### src/rtl/ptp_ts_pkg.sv
package ptp_ts_pkg;

  localparam logic [15:0] ET_VLAN = 16'h8100;
  localparam logic [15:0] ET_MPLS = 16'h8847;
  localparam logic [15:0] ET_IPV4 = 16'h0800;
  localparam logic [15:0] ET_IPV6 = 16'h86DD;
  localparam logic [15:0] ET_PTP  = 16'h88F7;
  localparam logic [15:0] UDP_EVENT_PORT = 16'd319;
  localparam logic [7:0]  PROTO_UDP      = 8'd17;

  // word offsets; header payload starts in the low half of anchor word
  localparam int FIRST_TYPE_WORD = 3;
  localparam int V4_PROTO_OFS = 2;
  localparam int V4_PORT_OFS  = 6;
  localparam int V4_PTP_OFS   = 7;
  localparam int V6_NXT_OFS   = 2;
  localparam int V6_PORT_OFS  = 11;
  localparam int V6_PTP_OFS   = 12;
  localparam int SEQ_OFS      = 8;

  localparam int REC_W = 128;

  typedef enum logic [2:0] {
    WK_IDLE, WK_TYPE, WK_MPLS, WK_IP4, WK_IP6, WK_PTP
  } walk_state_t;

  function automatic logic [REC_W-1:0] make_record(
      input logic [47:0] sec, input logic [31:0] ns,
      input logic [3:0] mtype, input logic [11:0] chk,
      input logic [15:0] seq);
    return {16'h0000, sec, ns, mtype, chk, seq};
  endfunction

endpackage

### src/rtl/ptp_hdr_walker.sv
module ptp_hdr_walker
  import ptp_ts_pkg::*;
#(
  parameter int MAX_VLAN   = 2,
  parameter int MAX_LABELS = 4
) (
  input  logic        clk,
  input  logic        rst_n,
  input  logic        in_valid,
  input  logic        in_sof,
  input  logic        in_eof,
  input  logic [31:0] in_data,
  output logic        hit,
  output logic [3:0]  f_mtype,
  output logic [11:0] f_chk,
  output logic [15:0] f_seq
);

  localparam int MAX_WORD = FIRST_TYPE_WORD + MAX_VLAN + MAX_LABELS + V6_PTP_OFS + SEQ_OFS + 2;
  localparam int CNT_W    = $clog2(MAX_WORD + 1) + 1;
  localparam int VL_W     = $clog2(MAX_VLAN + 1);
  localparam int LB_W     = $clog2(MAX_LABELS + 1);

  walk_state_t      st;
  logic [CNT_W-1:0] wcnt;
  logic [CNT_W-1:0] anchor;
  logic [CNT_W-1:0] ptp_w;
  logic [VL_W-1:0]  n_vlan;
  logic [LB_W-1:0]  n_lab;

  logic [15:0] hi_half;
  logic        v4_start, v6_start, is_event;

  assign hi_half  = in_data[31:16];
  assign v4_start = (in_data[15:8] == 8'h45);
  assign v6_start = (in_data[15:12] == 4'h6);
  assign is_event = (in_data[11:10] == 2'b00);

  always_ff @(posedge clk) begin
    if (!rst_n) begin
      st      <= WK_IDLE;
      wcnt    <= '0;
      anchor  <= '0;
      ptp_w   <= '0;
      n_vlan  <= '0;
      n_lab   <= '0;
      hit     <= 1'b0;
      f_mtype <= '0;
      f_chk   <= '0;
      f_seq   <= '0;
    end else begin
      hit <= 1'b0;
      if (in_valid) begin
        if (in_sof) begin
          st     <= WK_TYPE;
          wcnt   <= CNT_W'(1);
          anchor <= CNT_W'(FIRST_TYPE_WORD);
          n_vlan <= '0;
          n_lab  <= '0;
        end else begin
          if (wcnt != '1) wcnt <= wcnt + CNT_W'(1);
          case (st)
            WK_TYPE: if (wcnt == anchor) begin
              case (hi_half)
                ET_VLAN: begin
                  if (n_vlan < VL_W'(MAX_VLAN)) begin
                    anchor <= anchor + CNT_W'(1);
                    n_vlan <= n_vlan + VL_W'(1);
                  end else st <= WK_IDLE;
                end
                ET_PTP: begin
                  f_mtype <= in_data[11:8];
                  f_chk   <= '0;
                  ptp_w   <= anchor;
                  st      <= is_event ? WK_PTP : WK_IDLE;
                end
                ET_IPV4: st <= v4_start ? WK_IP4 : WK_IDLE;
                ET_IPV6: st <= v6_start ? WK_IP6 : WK_IDLE;
                ET_MPLS: st <= WK_MPLS;
                default: st <= WK_IDLE;
              endcase
            end
            WK_MPLS: if (wcnt == anchor + CNT_W'(1)) begin
              anchor <= anchor + CNT_W'(1);
              if (in_data[24]) begin
                st <= v4_start ? WK_IP4 : (v6_start ? WK_IP6 : WK_IDLE);
              end else if (n_lab == LB_W'(MAX_LABELS - 1)) begin
                st <= WK_IDLE;
              end else begin
                n_lab <= n_lab + LB_W'(1);
              end
            end
            WK_IP4: begin
              if (wcnt == anchor + CNT_W'(V4_PROTO_OFS) && in_data[7:0] != PROTO_UDP)
                st <= WK_IDLE;
              if (wcnt == anchor + CNT_W'(V4_PORT_OFS) && hi_half != UDP_EVENT_PORT)
                st <= WK_IDLE;
              if (wcnt == anchor + CNT_W'(V4_PTP_OFS)) begin
                f_chk   <= in_data[27:16];
                f_mtype <= in_data[11:8];
                ptp_w   <= anchor + CNT_W'(V4_PTP_OFS);
                st      <= is_event ? WK_PTP : WK_IDLE;
              end
            end
            WK_IP6: begin
              if (wcnt == anchor + CNT_W'(V6_NXT_OFS) && in_data[31:24] != PROTO_UDP)
                st <= WK_IDLE;
              if (wcnt == anchor + CNT_W'(V6_PORT_OFS) && hi_half != UDP_EVENT_PORT)
                st <= WK_IDLE;
              if (wcnt == anchor + CNT_W'(V6_PTP_OFS)) begin
                f_chk   <= in_data[27:16];
                f_mtype <= in_data[11:8];
                ptp_w   <= anchor + CNT_W'(V6_PTP_OFS);
                st      <= is_event ? WK_PTP : WK_IDLE;
              end
            end
            WK_PTP: if (wcnt == ptp_w + CNT_W'(SEQ_OFS)) begin
              f_seq <= hi_half;
              hit   <= 1'b1;
              st    <= WK_IDLE;
            end
            default: st <= WK_IDLE;
          endcase
          if (in_eof) st <= WK_IDLE;
        end
      end
    end
  end

endmodule

### src/rtl/ptp_rec_fifo.sv
module ptp_rec_fifo #(
  parameter int DEPTH = 15,
  parameter int WIDTH = 128
) (
  input  logic             clk,
  input  logic             rst_n,
  input  logic             wr_en,
  input  logic [WIDTH-1:0] wr_data,
  input  logic             rd_en,
  output logic [WIDTH-1:0] rd_data,
  output logic             empty,
  output logic             full
);

  localparam int AW = (DEPTH > 1) ? $clog2(DEPTH) : 1;
  localparam int CW = $clog2(DEPTH + 1);

  logic [WIDTH-1:0] mem [DEPTH];
  logic [AW-1:0]    wr_ptr, rd_ptr, wr_nxt, rd_nxt;
  logic [CW-1:0]    count;
  logic             do_wr, do_rd;

  assign empty = (count == '0);
  assign full  = (count == CW'(DEPTH));
  assign do_wr = wr_en && !full;
  assign do_rd = rd_en && !empty;
  assign rd_data = mem[rd_ptr];

  generate
    if (DEPTH == (1 << AW)) begin : g_pow2
      assign wr_nxt = wr_ptr + AW'(1);
      assign rd_nxt = rd_ptr + AW'(1);
    end else begin : g_wrap
      assign wr_nxt = (wr_ptr == AW'(DEPTH - 1)) ? '0 : wr_ptr + AW'(1);
      assign rd_nxt = (rd_ptr == AW'(DEPTH - 1)) ? '0 : rd_ptr + AW'(1);
    end
  endgenerate

  always_ff @(posedge clk) begin
    if (do_wr) mem[wr_ptr] <= wr_data;
  end

  always_ff @(posedge clk) begin
    if (!rst_n) begin
      wr_ptr <= '0;
      rd_ptr <= '0;
      count  <= '0;
    end else begin
      if (do_wr) wr_ptr <= wr_nxt;
      if (do_rd) rd_ptr <= rd_nxt;
      case ({do_wr, do_rd})
        2'b10:   count <= count + CW'(1);
        2'b01:   count <= count - CW'(1);
        default: count <= count;
      endcase
    end
  end

endmodule

### src/rtl/ptp_ts_unit.sv
module ptp_ts_unit
  import ptp_ts_pkg::*;
#(
  parameter int MAX_VLAN   = 2,
  parameter int MAX_LABELS = 4,
  parameter int Q_DEPTH    = 15
) (
  input  logic         clk,
  input  logic         rst_n,
  input  logic [47:0]  rtc_sec,
  input  logic [31:0]  rtc_ns,
  input  logic         in_valid,
  input  logic         in_sof,
  input  logic         in_eof,
  input  logic [31:0]  in_data,
  output logic         rec_valid,
  input  logic         rec_ready,
  output logic [127:0] rec_data,
  output logic         overflow
);

  logic [47:0] ts_sec;
  logic [31:0] ts_ns;
  logic        hit;
  logic [3:0]  f_mtype;
  logic [11:0] f_chk;
  logic [15:0] f_seq;
  logic        q_empty, q_full;
  logic [REC_W-1:0] new_rec;

  always_ff @(posedge clk) begin
    if (!rst_n) begin
      ts_sec <= '0;
      ts_ns  <= '0;
    end else if (in_valid && in_sof) begin
      ts_sec <= rtc_sec;
      ts_ns  <= rtc_ns;
    end
  end

  ptp_hdr_walker #(
    .MAX_VLAN  (MAX_VLAN),
    .MAX_LABELS(MAX_LABELS)
  ) u_walk (
    .clk     (clk),
    .rst_n   (rst_n),
    .in_valid(in_valid),
    .in_sof  (in_sof),
    .in_eof  (in_eof),
    .in_data (in_data),
    .hit     (hit),
    .f_mtype (f_mtype),
    .f_chk   (f_chk),
    .f_seq   (f_seq)
  );

  assign new_rec = make_record(ts_sec, ts_ns, f_mtype, f_chk, f_seq);

  ptp_rec_fifo #(
    .DEPTH(Q_DEPTH),
    .WIDTH(REC_W)
  ) u_queue (
    .clk    (clk),
    .rst_n  (rst_n),
    .wr_en  (hit),
    .wr_data(new_rec),
    .rd_en  (rec_ready),
    .rd_data(rec_data),
    .empty  (q_empty),
    .full   (q_full)
  );

  assign rec_valid = !q_empty;

  always_ff @(posedge clk) begin
    if (!rst_n) overflow <= 1'b0;
    else if (hit && q_full) overflow <= 1'b1;
  end

endmodule

### config.mk
export PLATFORM = sky130hd
export DESIGN_NAME = ptp_ts_unit
export DESIGN_NICKNAME = d
export VERILOG_FILES = /design/src/rtl/ptp_ts_pkg.sv /design/src/rtl/ptp_hdr_walker.sv /design/src/rtl/ptp_rec_fifo.sv /design/src/rtl/ptp_ts_unit.sv
export SDC_FILE = /design/constraint.sdc
export NUM_CORES = 2
export LEC_CHECK = 0
export BUFFER_PORTS_ARGS = -buffer_cell sky130_fd_sc_hd__buf_2
export CAP_MARGIN = 10
export CELL_PAD_IN_SITES_DETAIL_PLACEMENT = 2
export CELL_PAD_IN_SITES_GLOBAL_PLACEMENT = 2
export CORE_MARGIN = 2
export CORE_UTILIZATION = 35
export DETAILED_ROUTE_END_ITERATION = 8
export GPL_TIMING_DRIVEN = 0
export PLACE_DENSITY_LB_ADDON = 0.1
export SLEW_MARGIN = 20
export SYNTH_ARGS = -nofsm -noshare
export SYNTH_HDL_FRONTEND = slang
export SYNTH_HIERARCHICAL = 1
export SYNTH_SLANG_ARGS = --single-unit
### constraint.sdc
create_clock -name clk -period 20.2 [get_ports clk]
set_clock_uncertainty 0.1 [all_clocks]
set_input_delay 1.01 -clock clk [delete_from_list [all_inputs] [get_ports clk]]
set_output_delay 1.01 -clock clk [all_outputs]
set_load 0.005 [all_outputs]
Word level (Yosys, flattened, before mapping)
Memory sizes are Yosys's and may differ from the RTL's. A register that Yosys moved wholly into a read port is not among the register bits.
Cells that the tools add are included.
{"block": "word_totals", "memories": 1, "mem_bits_rw": 1680, "word_cells": 174, "register_bits": 152, "input_bits": 118, "output_inout_bits": 130}
{"memory": "u_queue.mem", "depth": 15, "word_bits": 112, "read_ports": 1, "rd_ports_with_merged_regs": 1, "wr": 1, "line_no": "ptp_rec_fifo.sv:18", "rtl": "logic [WIDTH-1:0] mem [DEPTH];"}
{"block": "op_classes", "n_mux": 61, "bitwise_logic": 4, "magnitude_cmp": 1, "n_eq_ne": 47, "n_reduce_logical": 30, "n_addsub": 14}
{"op": "two-way mux 3 bit", "n": 22}
{"op": "two-way mux 6 bit", "n": 11}
{"op": "equality test 16 bit, second input constant", "n": 4}
{"op": "equality test 6 bit", "n": 8}
{"op": "two-way mux 12 bit", "n": 4}
{"op": "case mux 12 bit (3 select lines)", "n": 1}
{"op": "two-way mux 4 bit", "n": 8}
{"op": "case mux 3 bit (5 select lines)", "n": 2}
{"op": "adder 6 x 4 -> 6 bit, second input constant", "n": 3}
{"op": "case mux 6 bit (3 select lines)", "n": 1}
{"op": "equality test 16 x 12 -> 1 bit, second input constant", "n": 1}
{"op": "inequality test 16 x 9 -> 1 bit, second input constant", "n": 1}
{"op": "inequality test 8 x 5 -> 1 bit, second input constant", "n": 2}
{"op": "nonzero test 2 bit", "n": 8}
{"op": "adder 4 x 1 -> 4 bit, second input constant", "n": 3}
{"op": "adder 6 x 1 -> 6 bit, second input constant", "n": 2}
{"op": "adder 6 x 3 -> 6 bit, second input constant", "n": 2}
{"op": "equality test 4 bit, second input constant", "n": 3}
{"op": "two-way mux 2 bit", "n": 6}
{"op": "inequality test 4 x 3 -> 1 bit, second input constant", "n": 3}
{"op": "inequality test 6 x 3 -> 1 bit, second input constant", "n": 2}
{"op": "case mux 4 bit (3 select lines)", "n": 1}
{"op": "case mux 6 bit (2 select lines)", "n": 1}
{"op": "AND reduction 5 bit", "n": 2}
{"op": "33 further kinds", "n": 56}

Depth between registers and ports, before layout
{"block": "logic_depth", "depth_word": 9, "mapped_depth": 12, "ltp_nobuf": 10}

Modules after synthesis
Netlist, hierarchy kept.
{"module": "ptp_rec_fifo", "cells_per_inst": 3164, "seq_area_each_um2": 57975.6, "area_each_um2": 73395.4, "instances": 1}
{"module": "ptp_hdr_walker", "cells_per_inst": 464, "seq_area_each_um2": 1181.1, "area_each_um2": 3714.8, "instances": 1}
{"module": "ptp_ts_unit", "cells_per_inst": 371, "seq_area_each_um2": 1621.6, "area_each_um2": 3535.9, "instances": 1}

Worst setup path before layout
Ideal clock, no wire load.
{"block": "synth_path", "kind": "reg-to-reg", "start": "reg u_queue.count[1]", "end": "mem u_queue/mem[2][0] in the netlist's numbering, enable pin", "arrival_ps": 12887, "n_path_buf": 1, "period_less_slack_ps": 13916, "t_required_ps": 19171, "setup_time_ps": 929, "path_slack_ps": 6284, "stages_incl_launch_ff": 5, "cell_sequence": "dfxtp_1 -> clkbuf_1 -> nand4_1 -> nand3_1 -> nor4_1"}
{"block": "synth_via", "elab_chain_cells": 5}
{"item": "from (decl)", "line_no": "ptp_rec_fifo.sv:20", "rtl": "logic [CW-1:0] count;"}
{"item": "from (signal assigned)", "line_no": "ptp_rec_fifo.sv:52", "rtl": "2'b10: count <= count + CW'(1);"}
{"item": "from (signal assigned)", "line_no": "ptp_rec_fifo.sv:53", "rtl": "2'b01: count <= count - CW'(1);"}
{"item": "from (signal assigned)", "line_no": "ptp_rec_fifo.sv:54", "rtl": "default: count <= count;"}
{"item": "equality test 4 bit", "line_no": "ptp_rec_fifo.sv:24", "rtl": "assign full = (count == CW'(DEPTH));"}
{"item": "zero test 1 bit", "line_no": "ptp_rec_fifo.sv:25", "rtl": "assign do_wr = wr_en && !full;"}
{"item": "logical AND 1 bit", "line_no": "ptp_rec_fifo.sv:25"}
{"item": "two-way mux 1 bit", "line_no": "ptp_rec_fifo.sv:40", "rtl": "if (do_wr) mem[wr_ptr] <= wr_data;"}
{"item": "two-way mux 1 bit (implied by the code)", "line_no": "ptp_rec_fifo.sv:40"}
{"item": "to (decl)", "line_no": "ptp_rec_fifo.sv:18"}
No other way between the ends.

==> results.json <==
{
  "hold_path_class": "input port to flip-flop",
  "maxCapViolCount": 0,
  "ys_dominant_reg_cell": "edfxtp_1",
  "rows": 176,
  "totalPowerFinal_uw": 8850,
  "drtIter0Drc": 3493,
  "nFillCells": 21586,
  "grt_usage_pct": 21.7,
  "syn2layout_area_growth_pct": 20.2,
  "cts_buffer_depth": 3,
  "dieArea_sq_um": 234000,
  "hpwl_um": 176000,
  "crit_type": "flip-flop to output pin",
  "cts.clk_slew.worst_paths_ps": 60,
  "cts_root_buf": "clkbuf_16",
  "htree_levels": 4,
  "syn-mean-instance-area_sq_um": 20.2,
  "async_reset_ff_share_pct": 0,
  "yosys-top-cells-area": "edfxtp_1 71%, mux4_2 13%, dfxtp_1 3.9%",
  "cts.repair.resized": 0,
  "initial_core_util_pct": 35.1,
  "wire_per_inst_um": 31.1,
  "hold_ws_ps": 280,
  "cp.required_ps": 19090,
  "p_leak_uw": 0.0303,
  "seq_area_frac_synth_pct": 75.4,
  "drt-pass1-iter-count": 5,
  "synth-seq-cells": 2076,
  "antenna_found_initial": 17,
  "syn_inst": 3999,
  "synth.largest_area_cell": "edfxtp_1",
  "port_buffers": 247,
  "dieHeight_um": 484,
  "fmax_mhz": 168,
  "die_x_um": 484,
  "viasPerCell": 5.27,
  "grt_max_degree": 19,
  "crit_path_end_kind": "output pin",
  "slew_violations": 0,
  "core-area_sq_um": 229000,
  "final-setup-viol-count": 0,
  "fin_nets": 5101,
  "cts_hold_buf": 0,
  "io_pins": 248,
  "grt_pass1_vias": 46592,
  "cts_tree": "yes",
  "critPathMaxFanout": 10,
  "rsz0062_at_grt": "false",
  "post-route-period-util_pct": 29.4,
  "grt_pass1_wl_um": 359000,
  "status": "finished clean",
  "wirelength_um": 255000,
  "cts_buffers": 223,
  "powerDensity_nw_per_um2": 91.3,
  "gp_congestion": 0.734,
  "grt-ovfl-total": 0,
  "period_minus_slack_ps": 5940,
  "synth_cell_types": 77,
  "ant_nets": 0,
  "cts_sinks": 2076,
  "clock_latency_ps": 870,
  "slew-limit-headroom_pct": 25.2,
  "ir_drop_uv": 69.9,
  "yosysWarnings": 6,
  "stdcell_count": 8194,
  "worst_slew_pin_slew_ps": 1120,
  "post_cts_buffers": 0,
  "synth_edf_count": 1920,
  "yosys.area.top_type_share_pct": 71.5,
  "drc": 0,
  "start_kind": "flip-flop",
  "placed_cells": 7766,
  "vias": 43168,
  "finalHoldViolCount": 0,
  "drive_gt1_share_pct": 29.7,
  "crit_arrival_ps": 4830,
  "fin_util_pct": 42.2,
  "netlist_area_sq_um": 80600
}
[cell usage after synthesis (all sizes together), types with 3 or more instances]
master,instances
a31oi,6
dlygate4sd1,7
nand3,13
nor2,77
mux4,482
xor2,21
inv,11
clkbuf,107
nand2,270
a211oi,27
xnor2,24
nor4b,3
mux2i,185
or2,14
a211o,3
or3,7
buf,123
ha,18
nor4,3
o211ai,12
o21ai,225
nor3,16
a22oi,3
a21oi,66
nand3b,3
and2,6
nand4,94
nor2b,36
o32ai,4
dfxtp,156
edfxtp,1920
mux2,6
nor3b,5
o22ai,3
nand2b,7
[layout by cell type (no fill, tap or decap), types with 121 or more instances in the layout]
cell          n
edfxtp_1   1920
conb_1      240
dfxtp_1     155
o21ai_1     121
nand2_1     270
mux4_2      482
mux2i_1     185
clkbuf_1    160
clkbuf_16   230
buf_2       352
buf_4       156
[power by group]
| part | internal [uW] | switching, uW | total [uW] |
|---|---|---|---|
| registers | 4680 | 38.4 | 4720 |
| clock network | 2320 | 1720 | 4040 |
| logic | 27.5 | 66.1 | 93.6 |
| total | 7020 | 1830 | 8850 |
[registers in the layout, summed over array words and instances (netlist names), 4 cells and up, named ones only]
name            count
ts_ns              32
u_queue/wr_ptr      4
u_queue/count       4
u_walk/f_mtype      4
u_walk/wcnt         6
u_queue/rd_ptr      4
u_walk/f_seq       16
u_walk/ptp_w        6
ts_sec             48
u_walk/f_chk       12
u_queue/mem      1920
u_walk/anchor       6
[critical path, stage by stage (launching register included)]
cell and delay, ps:
dfxtp_1 630, buf_2 520, buf_2 600, buf_2 420, clkbuf_1 730, nand2_1 120
o21ai_1 140, mux2i_1 100, a21oi_1 460, buf_2 210
[layout make-up]
class	instances	area, sq um	share of cell area [%]
Sequential cell	2076	60800	62.7
Antenna cell	5	12.5	0.0129
Clock buffer	314	6290	6.49
Timing Repair Buffer	502	4230	4.37
Tap cell	3026	3790	3.91
Inverter	13	48.8	0.0504
Clock inverter	109	923	0.953
Multi-Input combinational cell	1912	19500	20.1
Buffer	237	1340	1.38
[worst paths after layout]
path	from	to	slack, ps	depth (start not counted)
max	flip-flop	rec_data[41]	14260	9
min	rtc_sec[6]	ts_sec[6]$_SDFFE_PN0P_	280	3
max reg2reg	u_queue/count[1]$_SDFFE_PN0P_	u_queue/mem[2][82]$_DFFE_PP_	15900	13
min reg2reg	u_walk/n_vlan[0]$_SDFFE_PN0P_	u_walk/n_vlan[0]$_SDFFE_PN0P_	390	2
[cell families (layout without fill, tap and decap cells)]
| logic type | after synthesis | count (layout) | share of synthesized area, % |
|---|---|---|---|
| simple gates | 564 | 564 | 3.33 |
| flops | 2076 | 2076 | 75.4 |
| xor+xnor | 45 | 45 | 0.489 |
| compound gates | 372 | 372 | 2.99 |
| mux | 673 | 673 | 15.8 |
| buf+inv | 250 | 1175 | 1.70 |
| other cells | 1 | 245 | 0.00465 |
| fa+ha+maj | 18 | 18 | 0.279 |
[metrics by stage]
stage	setup WS (ps)	TNS, ps	area [sq um]
after floorplan	6280	0	81500
after global placement	-13790	-5205410	86600
after detailed placement	15050	0	89700
after CTS	14080	0	96900
after global routing	14080	0	96900
final	14260	0	96900
[metal layers]
metal,global-route usage (%),share of wire (%),up-vias
li1,-,-,18126
met1,30.4,45,23802
met2,36.0,49,962
met4,5.20,2.1,0
met5,0,0,-
met3,2.70,3.8,278
Power figures use the tool's default switching activity.
